`src/rtl/uft_pkg.sv`:
```
package uft_pkg;
  typedef enum logic [1:0] {
    K_DATA = 2'd0,
    K_IDLE = 2'd1,
    K_BRK  = 2'd2
  } frame_kind_t;

  typedef enum logic [1:0] {
    PH_REST = 2'd0,
    PH_BODY = 2'd1,
    PH_STOP = 2'd2,
    PH_TAIL = 2'd3
  } phase_t;
endpackage

```
`src/rtl/uft_arbiter.sv`:
```
module uft_arbiter
  import uft_pkg::*;
(
  input  logic        clk,
  input  logic        rst,
  input  logic        brk_req,
  input  logic        idle_req,
  input  logic        data_valid,
  input  logic        busy,
  output logic        start,
  output frame_kind_t kind,
  output logic        data_ready
);
  logic brk_pend, idle_pend;

  always_comb begin
    data_ready = !busy && !brk_pend && !idle_pend;
    start      = !busy && (brk_pend || idle_pend || data_valid);
    if (brk_pend)       kind = K_BRK;
    else if (idle_pend) kind = K_IDLE;
    else                kind = K_DATA;
  end

  always_ff @(posedge clk) begin
    if (rst) begin
      brk_pend  <= 1'b0;
      idle_pend <= 1'b0;
    end else begin
      brk_pend  <= (brk_pend && !(start && kind == K_BRK)) || brk_req;
      idle_pend <= (idle_pend && !(start && kind == K_IDLE)) || idle_req;
    end
  end

  // a pending break is launched at the first free cycle
  p_brk_served_r8: assert property (@(posedge clk) disable iff (rst)
    (brk_pend && !busy && !brk_req) |=> (busy && !brk_pend));
endmodule

```
`src/rtl/uft_framer.sv`:
```
module uft_framer #(
  parameter int DATA_W = 9,
  parameter int PW     = $clog2(DATA_W + 1)
) (
  input  logic [DATA_W-1:0] data_i,
  input  logic              cfg_nine,
  input  logic              cfg_par_en,
  input  logic              cfg_par_odd,
  output logic [DATA_W:0]   body,
  output logic [PW-1:0]     nbits
);
  always_comb begin
    int  nb;
    logic par;
    nb  = cfg_nine ? DATA_W : DATA_W - 1;
    par = cfg_par_odd;
    for (int i = 0; i < DATA_W; i++)
      if (i < nb - 1) par = par ^ data_i[i];
    body    = '1;
    body[0] = 1'b0;
    for (int i = 0; i < DATA_W; i++)
      if (i < nb) body[i+1] = (cfg_par_en && i == nb - 1) ? par : data_i[i];
    nbits = PW'(nb);
  end
endmodule

```
`src/rtl/uft_sequencer.sv`:
```
module uft_sequencer
  import uft_pkg::*;
#(
  parameter int OVS    = 16,
  parameter int DATA_W = 9,
  parameter int PW     = $clog2(DATA_W + 1),
  parameter int TCW    = $clog2(2 * OVS + 1)
) (
  input  logic            clk,
  input  logic            rst,
  input  logic            tick,
  input  logic            start,
  input  frame_kind_t     kind,
  input  logic [DATA_W:0] body,
  input  logic [PW-1:0]   nbits,
  input  logic [1:0]      cfg_stop,
  output logic            tx,
  output logic            busy,
  output logic            done
);
  localparam logic [TCW-1:0] BIT_LAST = TCW'(OVS - 1);

  function automatic logic [TCW-1:0] stop_ticks(input logic [1:0] code);
    case (code)
      2'b00:   return TCW'(OVS);
      2'b01:   return TCW'(OVS / 2);
      2'b10:   return TCW'(2 * OVS);
      default: return TCW'((3 * OVS) / 2);
    endcase
  endfunction

  phase_t          phase;
  logic [DATA_W:0] shreg;
  logic [PW-1:0]   pos_left;
  logic [TCW-1:0]  tcnt, stop_t;
  logic            is_brk;
  logic [DATA_W:0] first_body;

  always_comb begin
    case (kind)
      K_IDLE:  first_body = '1;
      K_BRK:   first_body = '0;
      default: first_body = body;
    endcase
  end

  always_ff @(posedge clk) begin
    if (rst) begin
      phase    <= PH_REST;
      tx       <= 1'b1;
      busy     <= 1'b0;
      done     <= 1'b0;
      shreg    <= '1;
      pos_left <= '0;
      tcnt     <= '0;
      stop_t   <= TCW'(OVS);
      is_brk   <= 1'b0;
    end else begin
      done <= 1'b0;
      case (phase)
        PH_REST: if (start) begin
          shreg    <= first_body;
          tx       <= first_body[0];
          pos_left <= nbits;
          tcnt     <= '0;
          stop_t   <= stop_ticks(cfg_stop);
          is_brk   <= (kind == K_BRK);
          busy     <= 1'b1;
          phase    <= PH_BODY;
        end
        PH_BODY: if (tick) begin
          if (tcnt == BIT_LAST) begin
            tcnt <= '0;
            if (pos_left == '0) begin
              phase <= PH_STOP;
              tx    <= !is_brk;
            end else begin
              shreg    <= {1'b1, shreg[DATA_W:1]};
              tx       <= shreg[1];
              pos_left <= pos_left - 1'b1;
            end
          end else begin
            tcnt <= tcnt + 1'b1;
          end
        end
        PH_STOP, PH_TAIL: if (tick) begin
          if (tcnt == stop_t - 1'b1) begin
            tcnt <= '0;
            tx   <= 1'b1;
            if (phase == PH_STOP && is_brk) begin
              phase <= PH_TAIL;
            end else begin
              phase <= PH_REST;
              busy  <= 1'b0;
              done  <= 1'b1;
            end
          end else begin
            tcnt <= tcnt + 1'b1;
          end
        end
        default: phase <= PH_REST;
      endcase
    end
  end

  p_done_pulse_r10: assert property (@(posedge clk) disable iff (rst)
    done |=> !done);
  p_done_idle_r10: assert property (@(posedge clk) disable iff (rst)
    done |-> !busy);
  p_line_high_r1: assert property (@(posedge clk) disable iff (rst)
    !busy |-> tx);
  p_cfg_hold_r9: assert property (@(posedge clk) disable iff (rst)
    (busy && $past(busy)) |-> ($stable(stop_t) && $stable(is_brk)));
  p_tick_only_r11: assert property (@(posedge clk) disable iff (rst)
    (busy && $past(busy) && !$past(tick)) |-> $stable(tx));
endmodule

```
`src/rtl/uart_frame_tx.sv`:
```
module uart_frame_tx
  import uft_pkg::*;
#(
  parameter int OVS    = 16,
  parameter int DATA_W = 9
) (
  input  logic              clk,
  input  logic              rst,
  input  logic              tick,
  input  logic [DATA_W-1:0] tx_data,
  input  logic              tx_valid,
  output logic              tx_ready,
  input  logic              idle_req,
  input  logic              brk_req,
  input  logic              cfg_nine,
  input  logic [1:0]        cfg_stop,
  input  logic              cfg_par_en,
  input  logic              cfg_par_odd,
  output logic              tx,
  output logic              busy,
  output logic              done
);
  localparam int PW  = $clog2(DATA_W + 1);
  localparam int TCW = $clog2(2 * OVS + 1);

  logic            start;
  frame_kind_t     kind;
  logic [DATA_W:0] body;
  logic [PW-1:0]   nbits;

  uft_arbiter u_arb (
    .clk        (clk),
    .rst        (rst),
    .brk_req    (brk_req),
    .idle_req   (idle_req),
    .data_valid (tx_valid),
    .busy       (busy),
    .start      (start),
    .kind       (kind),
    .data_ready (tx_ready)
  );

  uft_framer #(.DATA_W(DATA_W), .PW(PW)) u_frm (
    .data_i      (tx_data),
    .cfg_nine    (cfg_nine),
    .cfg_par_en  (cfg_par_en),
    .cfg_par_odd (cfg_par_odd),
    .body        (body),
    .nbits       (nbits)
  );

  uft_sequencer #(.OVS(OVS), .DATA_W(DATA_W), .PW(PW), .TCW(TCW)) u_seq (
    .clk      (clk),
    .rst      (rst),
    .tick     (tick),
    .start    (start),
    .kind     (kind),
    .body     (body),
    .nbits    (nbits),
    .cfg_stop (cfg_stop),
    .tx       (tx),
    .busy     (busy),
    .done     (done)
  );

  // no word is taken while a frame runs
  p_ready_free_r8: assert property (@(posedge clk) disable iff (rst)
    tx_ready |-> !busy);
endmodule

```
`config.mk`:
```
export PLATFORM = sky130hd
export DESIGN_NAME = uart_frame_tx
export DESIGN_NICKNAME = d
export VERILOG_FILES = /design/src/rtl/uft_pkg.sv /design/src/rtl/uft_arbiter.sv /design/src/rtl/uft_framer.sv /design/src/rtl/uft_sequencer.sv /design/src/rtl/uart_frame_tx.sv
export SDC_FILE = /design/constraint.sdc
export NUM_CORES = 1
export LEC_CHECK = 0
export CELL_PAD_IN_SITES_DETAIL_PLACEMENT = 0
export CELL_PAD_IN_SITES_GLOBAL_PLACEMENT = 1
export CORE_MARGIN = 4
export CORE_UTILIZATION = 24
export CTS_CLUSTER_DIAMETER = 100
export DETAILED_ROUTE_END_ITERATION = 8
export PLACE_DENSITY_LB_ADDON = 0.1
export SYNTH_ARGS = -nofsm -noshare
export SYNTH_HDL_FRONTEND = slang
export SYNTH_SLANG_ARGS = --single-unit
```
`constraint.sdc`:
```
create_clock -name clk -period 4.1 [get_ports clk]
set_clock_uncertainty 0.2 [all_clocks]
set_input_delay 0.41 -clock clk [delete_from_list [all_inputs] [get_ports clk]]
set_output_delay 0.41 -clock clk [all_outputs]
set_load 0.05 [all_outputs]
```
==> metrics <==
status=completed; final worst-path cycle share=61.0%; Post-Synthesis Cells=between 200 and 250; synth top area cells=dfxtp_1 33%, nor2_1 5.2%, a211oi_2 4.9%; Critical Path Source Type=flip-flop; Setup Viol. Count Final=0; FMAX=between 300 and 400 MHz; switching part of the total=between 40% and 50%; Post-Syn Area=around 0.0018 mm^2; vias in the first global route=~1500; hold_buf cts=0; Leak=0.795 nW; sw power=0.628 mW; max-slew violation count=0; via count of the routed design=~1500; crit-path max FO=11; Post-DP HPWL=3370 um; initial antenna violation count=0; area of the multi-input gates=0.00108 mm^2; Synth cell types=52; RSZ-0062 raised after global routing=no; CTS root buf=clkbuf_8; WL final=approximately 4700 um; first-pass GRT wire length=about 8000 um; global placement routability congestion=0.678; Synth top cells by count=30 x dfxtp_1, 25 x nor2_1, 19 x nand2_1; I/O pin total=24; Fin Setup TNS=0 ns; yosys warns=0; First-pass DRT Iterations=4; clk_lat worst skew=around 0.29 ns; initial drt markers=between 50 and 60; area share of the largest cell type after synthesis=around a third; GRT overflow=0; Initial Utilization=around 25%; Tmin final=2.50 ns; worst hold slack=0.273 ns; CTS tree=yes; CP Capture Type=flip-flop; antenna cells=0; Final nets=265; DRC errors left=0; largest net degree at the start of global routing=21; power share of the clock group=21.1%; Post-DRT Antenna Nets=0; Synth Flop Type=dfxtp_1; vias per cell=4.56; Post-synth EDFFs=0; postcts setup bufs=0; ratio of cells with drive above 1 in the final layout=between 10% and 20%; Cells after DPL=between 300 and 400; TritonCTS Buffers=5; worst hold path type=reg2reg; syn avg cell area=8.19 um^2; Yosys reg bits=30; IO buf count=23; required time of the critical path=roughly 4.1 ns; Worst VDD drop=0.287 mV; GR Util met3=2.39%; GRT busiest layer=met2; Site Rows=31; Util after Layout=between 30 and 40%; total track usage=around 11%; Post-synth ARST share=0%; critical path arrival=~2.5 ns; Die H=between 90 and 100 um; largest area contributor in the netlist=dfxtp_1; Reg clk slew, reported paths=0.07 ns; met2 GRT Util=17.6%; area delta synth->final=22.6%; DIE AREA=0.00892 mm^2; final setup margin=between 1.5 and 2 ns; register cell area after layout=601 um^2; GR Util met1=15.9%; htree depth=2; internal power=approximately 0.82 mW; Clock Tree Buf Depth=2; Die X=between 90 and 100 um; Final Hold Violating Endpoints=0; PwrDens=660 mW/mm^2; Fill cells=786; Worst-Margin Slew=1.02 ns; Gate power share=47.5%; Max Cap Viol=0; Slew headroom=32.3%; Mapped Nets=246; post_cts resized=0; most common cell in the netlist=dfxtp_1; non-filler instance count after layout=approximately 340; pre-CTS WS=1.43 ns; sequential fraction of design power=31.5%; Crit Path Class=reg2reg; sequential element share of the synthesized area=33.5%; Core Region=roughly 0.0073 mm^2; routed wire length per instance=13.8 um; clk sinks=30
kinds of logic after synthesis:
group / synth area share (%)
AO/OA/AOI/OAI: 23.9
XOR/XNOR: 6.21
adder cells (fa/ha/maj): 4.88
buffers and inverters: 6.35
flip-flops: 33.5
multiplexers: 1.67
AND/OR/NAND/NOR: 23.5
placed cells by master, fill, tap and decap left out, types with 2 or more instances in the layout:
cell,synthesis,final
dfxtp_1,30,30
nor2_1,25,25
clkdlybuf4s50_1,0,23
nand2_1,19,19
a21oi_1,15,15
inv_1,11,11
nor3_1,11,11
o21ai_0,11,11
xnor2_1,8,8
a211oi_2,7,7
o21ai_1,7,7
ha_1,7,7
o211ai_1,5,5
clkbuf_8,0,5
and2_1,4,4
or3_1,3,3
nand3_1,3,3
mux2i_1,3,3
nor3_2,2,2
a21o_1,2,2
xor2_1,2,2
nor4_1,2,2
a211oi_1,2,2
a211o_1,2,2
clkinv_2,0,2
buf_4,1,2
state kept, by name (all words and copies together) (netlist names):
| signal | count |
|---|---|
| u_seq.shreg | 9 |
| u_seq.tx | 1 |
| u_arb.brk_pend | 1 |
| u_seq.is_brk | 1 |
| u_seq.phase | 2 |
| u_seq.done | 1 |
| u_seq.stop_t | 3 |
| u_seq.pos_left | 4 |
| u_seq.busy | 1 |
| u_arb.idle_pend | 1 |
| u_seq.tcnt | 6 |
power groups by stage:
stage / logic [mW] / registers [mW] / clock network (mW)
floorplan: 0.563 / 0.449 / 0
global placement: 0.695 / 0.465 / 0
detailed placement: 0.697 / 0.465 / 0
CTS: 0.699 / 0.458 / 0.314
global route: 0.776 / 0.472 / 0.331
finish: 0.690 / 0.457 / 0.306
metrics by stage:
step | area (um^2) | power (mW)
floorplan | 1790 | 1.01
global placement | 2090 | 1.16
detailed placement | 2090 | 1.16
CTS | 2200 | 1.47
global route | 2200 | 1.58
finish | 2200 | 1.45
worst paths after layout:
check	start	slack (ns)	endpoint	cells past startpoint
min	u_seq.is_brk$_SDFFE_PP0P_	0.27	u_seq.is_brk$_SDFFE_PP0P_	2
max	u_seq.stop_t[3]$_SDFFE_PP0P_	1.60	u_seq.tcnt[5]$_SDFFE_PP0P_	7
max reg2reg	u_seq.stop_t[3]$_SDFFE_PP0P_	1.60	u_seq.tcnt[5]$_SDFFE_PP0P_	7
min reg2reg	u_seq.is_brk$_SDFFE_PP0P_	0.27	u_seq.is_brk$_SDFFE_PP0P_	2
critical path, cell delays in order (launching register included):
cell and delay [ns]:
dfxtp_1 0.34, inv_1 0.06, ha_1 0.30, xnor2_1 0.17
nor4_2 0.08, mux2i_1 0.66, or4b_1 0.49, a31oi_1 0.14
layer usage:
metal | share of wire, % | vias to the layer above
met5 | 0 | -
met1 | 53 | 716
met4 | 0.79 | 0
met3 | 1.6 | 5
met2 | 44 | 10
li1 | - | 810
area by class of cell:
cell class | instances | area share, %
well taps | 99 | 5.63
multi-input cells | 165 | 49.1
clock buffers | 5 | 3.13
flip-flops and latches | 30 | 27.3
clock inverters | 3 | 1.82
inverters | 11 | 1.88
repair buffers | 25 | 11.1
Note: power is estimated with default switching activity, not from simulation.
